[config.mk]
export PLATFORM = sky130hd
export DESIGN_NAME = pci_fn_lifecycle
export DESIGN_NICKNAME = d
export VERILOG_FILES = /design/src/rtl/pfl_pkg.sv /design/src/rtl/pfl_decode.sv /design/src/rtl/pfl_handle.sv /design/src/rtl/pci_fn_lifecycle.sv
export SDC_FILE = /design/constraint.sdc
export NUM_CORES = 1
export LEC_CHECK = 0
export CORE_MARGIN = 1.5
export CORE_UTILIZATION = 42
export DETAILED_ROUTE_END_ITERATION = 10
export PLACE_DENSITY = 0.84
export SETUP_SLACK_MARGIN = 0.4
export SYNTH_ARGS = -nofsm -noshare
export SYNTH_HDL_FRONTEND = slang
export SYNTH_SLANG_ARGS = --single-unit
export TNS_END_PERCENT = 50
[constraint.sdc]
create_clock -name clk -period 2.15 [get_ports clk]
set_input_delay 0.215 -clock clk [delete_from_list [all_inputs] [get_ports clk]]
set_output_delay 0.215 -clock clk [all_outputs]
set_load 0.005 [all_outputs]
[src/rtl/pfl_pkg.sv]
package pfl_pkg;

    typedef enum logic [2:0] {
        FS_RESERVED   = 3'd0,
        FS_STANDBY    = 3'd1,
        FS_DISABLED   = 3'd2,
        FS_ENABLED    = 3'd3,
        FS_BLOCKED    = 3'd4,
        FS_ERROR      = 3'd5,
        FS_PERM_ERROR = 3'd6
    } fn_state_e;

    localparam logic [3:0] CMD_PLUG      = 4'd0;
    localparam logic [3:0] CMD_UNPLUG    = 4'd1;
    localparam logic [3:0] CMD_CONFIGURE = 4'd2;
    localparam logic [3:0] CMD_DECONFIG  = 4'd3;
    localparam logic [3:0] CMD_ENABLE    = 4'd4;
    localparam logic [3:0] CMD_DISABLE   = 4'd5;
    localparam logic [3:0] CMD_BLOCK     = 4'd6;
    localparam logic [3:0] CMD_ERROR     = 4'd7;
    localparam logic [3:0] CMD_PERM      = 4'd8;
    localparam logic [3:0] CMD_MODIFY    = 4'd9;

    localparam logic [15:0] EVT_TO_CONFIGURED  = 16'h0301;
    localparam logic [15:0] EVT_RSV_TO_STANDBY = 16'h0302;
    localparam logic [15:0] EVT_DECONF_REQ     = 16'h0303;
    localparam logic [15:0] EVT_CFG_TO_STANDBY = 16'h0304;
    localparam logic [15:0] EVT_STANDBY_TO_RSV = 16'h0308;

    function automatic logic in_cfg_group(input fn_state_e s);
        return (s >= FS_DISABLED) && (s <= FS_PERM_ERROR);
    endfunction

endpackage

[src/rtl/pfl_decode.sv]
module pfl_decode
    import pfl_pkg::*;
(
    input  fn_state_e   cur_state,
    input  logic        cmd_valid,
    input  logic [3:0]  cmd_code,
    output fn_state_e   nxt_state,
    output logic        cmd_reject,
    output logic        evt_raise,
    output logic [15:0] evt_value,
    output logic        load_id,
    output logic        bump_inst,
    output logic        set_en,
    output logic        clr_en
);
    logic ok;

    always_comb begin
        nxt_state = cur_state;
        ok        = 1'b0;
        evt_raise = 1'b0;
        evt_value = '0;
        load_id   = 1'b0;
        bump_inst = 1'b0;
        set_en    = 1'b0;
        clr_en    = 1'b0;
        if (cmd_valid) begin
            case (cmd_code)
                CMD_PLUG: if (cur_state == FS_RESERVED) begin
                    nxt_state = FS_STANDBY; ok = 1'b1; load_id = 1'b1;
                    evt_raise = 1'b1; evt_value = EVT_RSV_TO_STANDBY;
                end
                CMD_UNPLUG: begin
                    if (cur_state == FS_STANDBY) begin
                        nxt_state = FS_RESERVED; ok = 1'b1;
                        evt_raise = 1'b1; evt_value = EVT_STANDBY_TO_RSV;
                    end else if (in_cfg_group(cur_state)) begin
                        ok = 1'b1;
                        evt_raise = 1'b1; evt_value = EVT_DECONF_REQ;
                    end
                end
                CMD_CONFIGURE: if (cur_state == FS_STANDBY) begin
                    nxt_state = FS_DISABLED; ok = 1'b1;
                    evt_raise = 1'b1; evt_value = EVT_TO_CONFIGURED;
                end
                CMD_DECONFIG: if (in_cfg_group(cur_state)) begin
                    nxt_state = FS_STANDBY; ok = 1'b1; clr_en = 1'b1;
                    evt_raise = 1'b1; evt_value = EVT_CFG_TO_STANDBY;
                end
                CMD_ENABLE: if (cur_state == FS_DISABLED) begin
                    nxt_state = FS_ENABLED; ok = 1'b1;
                    set_en = 1'b1; bump_inst = 1'b1;
                end
                CMD_DISABLE: if (cur_state == FS_ENABLED) begin
                    nxt_state = FS_DISABLED; ok = 1'b1; clr_en = 1'b1;
                end
                CMD_BLOCK: if (cur_state == FS_ENABLED) begin
                    nxt_state = FS_BLOCKED; ok = 1'b1;
                end
                CMD_ERROR: if (cur_state == FS_ENABLED) begin
                    nxt_state = FS_ERROR; ok = 1'b1;
                end
                CMD_PERM: if (cur_state == FS_ENABLED || cur_state == FS_BLOCKED ||
                              cur_state == FS_ERROR) begin
                    nxt_state = FS_PERM_ERROR; ok = 1'b1;
                end
                CMD_MODIFY: if (cur_state == FS_BLOCKED || cur_state == FS_ERROR) begin
                    nxt_state = FS_ENABLED; ok = 1'b1; set_en = 1'b1;
                end
                default: ok = 1'b0;
            endcase
        end
        cmd_reject = cmd_valid && !ok;
    end

endmodule

[src/rtl/pfl_handle.sv]
module pfl_handle #(
    parameter int          INST_W    = 7,
    parameter int          TYPE_W    = 8,
    parameter int          IDX_W     = 16,
    parameter logic [TYPE_W-1:0] TYPE_CODE = 8'h02,
    parameter logic [IDX_W-1:0]  FN_INDEX  = 16'h0000,
    localparam int         HANDLE_W  = 1 + INST_W + TYPE_W + IDX_W
) (
    input  logic [HANDLE_W-1:0] cur_handle,
    input  logic                load_id,
    input  logic                bump_inst,
    input  logic                set_en,
    input  logic                clr_en,
    output logic [HANDLE_W-1:0] nxt_handle
);
    localparam int EN_POS   = HANDLE_W - 1;
    localparam int INST_LSB = TYPE_W + IDX_W;
    localparam int TYPE_LSB = IDX_W;

    logic [INST_W-1:0] inst_q;

    always_comb begin
        nxt_handle = cur_handle;
        inst_q     = cur_handle[INST_LSB +: INST_W];
        if (load_id) begin
            nxt_handle[TYPE_LSB +: TYPE_W] = TYPE_CODE;
            nxt_handle[0 +: IDX_W]         = FN_INDEX;
            nxt_handle[EN_POS]             = 1'b0;
        end
        if (bump_inst) begin
            nxt_handle[INST_LSB +: INST_W] = inst_q + 1'b1;
        end
        if (set_en) begin
            nxt_handle[EN_POS] = 1'b1;
        end else if (clr_en) begin
            nxt_handle[EN_POS] = 1'b0;
        end
    end

endmodule

[src/rtl/pci_fn_lifecycle.sv]
module pci_fn_lifecycle
    import pfl_pkg::*;
#(
    parameter int                INST_W    = 7,
    parameter int                TYPE_W    = 8,
    parameter int                IDX_W     = 16,
    parameter logic [TYPE_W-1:0] TYPE_CODE = 8'h02,
    parameter logic [IDX_W-1:0]  FN_INDEX  = 16'h0000,
    localparam int               HANDLE_W  = 1 + INST_W + TYPE_W + IDX_W
) (
    input  logic                clk,
    input  logic                rst,
    input  logic                cmd_valid,
    input  logic [3:0]          cmd_code,
    output logic [2:0]          fn_state,
    output logic [HANDLE_W-1:0] fn_handle,
    output logic                configured,
    output logic                reject,
    output logic                evt_valid,
    output logic [15:0]         evt_code
);
    typedef struct packed {
        fn_state_e           state;
        logic [HANDLE_W-1:0] handle;
        logic                reject;
        logic                evt_valid;
        logic [15:0]         evt_code;
    } regs_t;

    regs_t r_d, r_q;

    fn_state_e           dec_state;
    logic                dec_reject, dec_evt, dec_load, dec_bump, dec_set, dec_clr;
    logic [15:0]         dec_code;
    logic [HANDLE_W-1:0] hdl_next;

    pfl_decode u_decode (
        .cur_state  (r_q.state),
        .cmd_valid  (cmd_valid),
        .cmd_code   (cmd_code),
        .nxt_state  (dec_state),
        .cmd_reject (dec_reject),
        .evt_raise  (dec_evt),
        .evt_value  (dec_code),
        .load_id    (dec_load),
        .bump_inst  (dec_bump),
        .set_en     (dec_set),
        .clr_en     (dec_clr)
    );

    pfl_handle #(
        .INST_W    (INST_W),
        .TYPE_W    (TYPE_W),
        .IDX_W     (IDX_W),
        .TYPE_CODE (TYPE_CODE),
        .FN_INDEX  (FN_INDEX)
    ) u_handle (
        .cur_handle (r_q.handle),
        .load_id    (dec_load),
        .bump_inst  (dec_bump),
        .set_en     (dec_set),
        .clr_en     (dec_clr),
        .nxt_handle (hdl_next)
    );

    always_comb begin
        r_d           = r_q;
        r_d.state     = dec_state;
        r_d.handle    = hdl_next;
        r_d.reject    = dec_reject;
        r_d.evt_valid = dec_evt;
        r_d.evt_code  = dec_code;
    end

    always_ff @(posedge clk) begin
        if (rst) begin
            r_q <= '0;
        end else begin
            r_q <= r_d;
        end
    end

    assign fn_state   = r_q.state;
    assign fn_handle  = r_q.handle;
    assign configured = in_cfg_group(r_q.state);
    assign reject     = r_q.reject;
    assign evt_valid  = r_q.evt_valid;
    assign evt_code   = r_q.evt_code;

endmodule

==> summary.md <==
| Metric | Value |
|---|---|
| Outcome | finished, final reports clean |
| Critical Path AT | approximately 1.9 ns |
| Full die area | ~3700 um2 |
| Slew Viols, Final | 0 |
| Hold Crit Class | register to register |
| Port Buffers | 27 |
| Avg Cell Area, Syn | 8.09 um2 |
| Initial Util | 0.450 |
| Fmax achieved | slightly below 600 MHz |
| Post-synth EDFFs | 0 |
| Core Util, Final | 0.594 |
| Ports | 61 |
| Root Driver | clkbuf_4 |
| Distinct cells, synth | 48 |
| Die span in x | slightly above 60 um |
| Worst skew pair latency | approximately 0.32 ns |
| Post-synth ARST share | 0 |
| Crit Path Max Fanout | 12 |
| Final ANT Viol Nets | 0 |
| H-tree Lvls | 1 |
| Skew final | about 0.0061 ns |
| Fin. Hold Viols | 0 |
| Endpoint class of the critical path | register |
| # hold bufs at CTS | 0 |
| RSZ-0062 raised after global routing | true |
| Total wire length | approximately 3200 um |
| Critical path required time | about 2.4 ns |
| Total Routing Usage GR | 0.188 |
| Top cells by area, synth | dfxtp_1, buf_4, a21oi_1, nor2_1, nor3_1 |
| Num rows | 20 |
| Pwr/cell area | around 410 nW/um2 |
| FF+latch count, synth | 19 |
| CP peak stage delay | around 0.40 ns |
| Post-synth top area cell | dfxtp_1 |
| Hold_sp | fn_handle[17] |
| Drt drc | 0 |
| Register clock-pin slew on the reported worst setup and hold paths | about 0.10 ns |
| Initial antenna violation count | 0 |
| Worst Setup SP | fn_state[0] |
| Register area share after synthesis | 0.270 |
| Die Y | between 60 and 70 um |
| CP max stage cell | a221o_1 |
| Vias/cell | between 5 and 6 |
| Antenna Cells | 0 |
| Final min period | ~1.7 ns |
| Post-DP HPWL | between 2000 and 2500 um |
| Yosys synthesis warning count | 0 |
| First-pass GRT wire length | between 5000 and 6000 um |
| First-pass detailed-route iteration total | 4 |
| Share of layout cells above drive strength 1 | 0.234 |
| Primary FF master, synth | dfxtp_1 |
| Number of global-route vias before repair | approximately 1,100 |
| Placer Congestion | 0.879 |
| Setup Viol. Count Final | 0 |
| Via total after detailed routing | between 1,000 and 1,500 |
| Clock buffer depth | 2 |
| Initial drt markers | 55 |
| TritonCTS Buffers | 3 |
| Overflow after GRT | 0 |
| Nets | ~220 |
| Crit path cell chain | buf_4, and3b_2, o22ai_2, a221o_1, o21ai_1, a21oi_1 |
| Core area | between 3000 and 4000 um2 |
| WL per Instance | approximately 13 um |
| Mapped Area | 1410 um2 |
| Max Cap Violations | 0 |
| Crit path kind | register to register |
| Leak pwr | 0.000749 uW |
| Worst R2R Start | fn_state[0] |
| Area delta synth->final | 32.0% |
| Placed insts | roughly 250 |
| Yosys top cell area share | 0.270 |
| Part of the cycle the worst path needs | 0.796 |
| Top-count cell post-synth | buf_4 |
| Setup_tns | 0 ns |
| Post-synthesis cell count | between 150 and 200 |
| CTS tree | done |
| Crit path launch type | register |
| Worst vdd ir | 236 uV |
| Fin cells | 258 |
| CTS Sinks | 19 |
| Commonest cells in the netlist | buf_4, dfxtp_1, nor2_1, a21oi_1 |
| Pin count of the biggest net entering global routing | 19 |
## path summary, 6_finish.rpt
| check | slack, ns | to | depth (start not counted) |
|---|---|---|---|
| min | 0.51 | fn_handle[17] | 2 |
| max reg2reg | 0.44 | fn_state[0] | 6 |
| max | 0.44 | fn_state[0] | 6 |
| min reg2reg | 0.51 | fn_handle[17] | 2 |
## metrics by stage
stage	hold WS [ns]	setup slack (ns)	cell area (um2)	power, uW
final	0.510	0.438	1860	766
after global routing	0.543	0.343	1860	808
after CTS	0.518	0.401	1720	739
after detailed placement	0.492	0.0211	1630	538
after global placement	0.478	0.0596	1630	535
after floorplan	0.280	0.569	1530	523
## state kept, by name (all words and copies together), names as in the netlist
signal,flops
evt_valid,1
reject,1
fn_handle,9
evt_code,5
fn_state,3
## metal layers
metal	wire length, um	GRT usage	part of all wire
met5	0	0	0
met1	1360	0.240	0.42
met4	59	0.0807	0.018
met2	1660	0.307	0.51
met3	159	0.0384	0.049
## where the power goes
group	internal [uW]	switching [uW]	leakage (uW)	total (uW)
sequential	356	5.29	0.000156	362
combinational	95.7	118	0.000575	214
clock	69.8	121	0.0000177	191
## timing repair
action,CTS,global route
buffers inserted,5,4
endpoints found under the setup margin,11,9
pin swaps,1,8
gates resized for setup,10,22
## final cells by class
type	count	area, um2
flip-flops and latches	19	392
fillers	284	1270
repair buffers	47	438
inverters	7	26.3
clock inverters	1	5.00
multi-input cells	137	920
clock buffers	3	22.5
well taps	44	55.1
## worst max-delay path: cells and delay by family, from the launching register on
kind                   cells  cell delay, ns
buffers and inverters      1            0.21
AO/OA/AOI/OAI              4            0.75
flip-flops                 1            0.38
AND/OR/NAND/NOR            1            0.27
## cells by family (layout without fill, tap and decap cells)
kind of cell    count (synthesis)  after routing  synth area share
flops                          19             19             0.270
mux                             1              1           0.00711
simple gates                   60             60             0.241
other cells                     1             33           0.00266
fa+ha+maj                       1              1           0.00889
xor+xnor                        5              5            0.0311
buf+inv                        50             58             0.245
compound gates                 37             37             0.194
## layout by cell type, fill, tap and decap left out, types with 2 or more instances in the layout
cell type	count
conb_1	33
clkdlybuf4s50_1	25
buf_4	18
dfxtp_1	16
nor2_1	13
nand2_1	9
a21oi_1	9
inv_1	7
nor3_1	6
nand2b_1	5
o21ai_0	4
nand3_1	4
and3_1	4
or3_1	3
xnor2_1	3
nor3_2	3
clkbuf_4	3
dfxtp_4	3
nor4_1	2
xor2_1	2
o21ai_1	2
a21oi_2	2
Note: power is estimated with default switching activity, not from simulation.
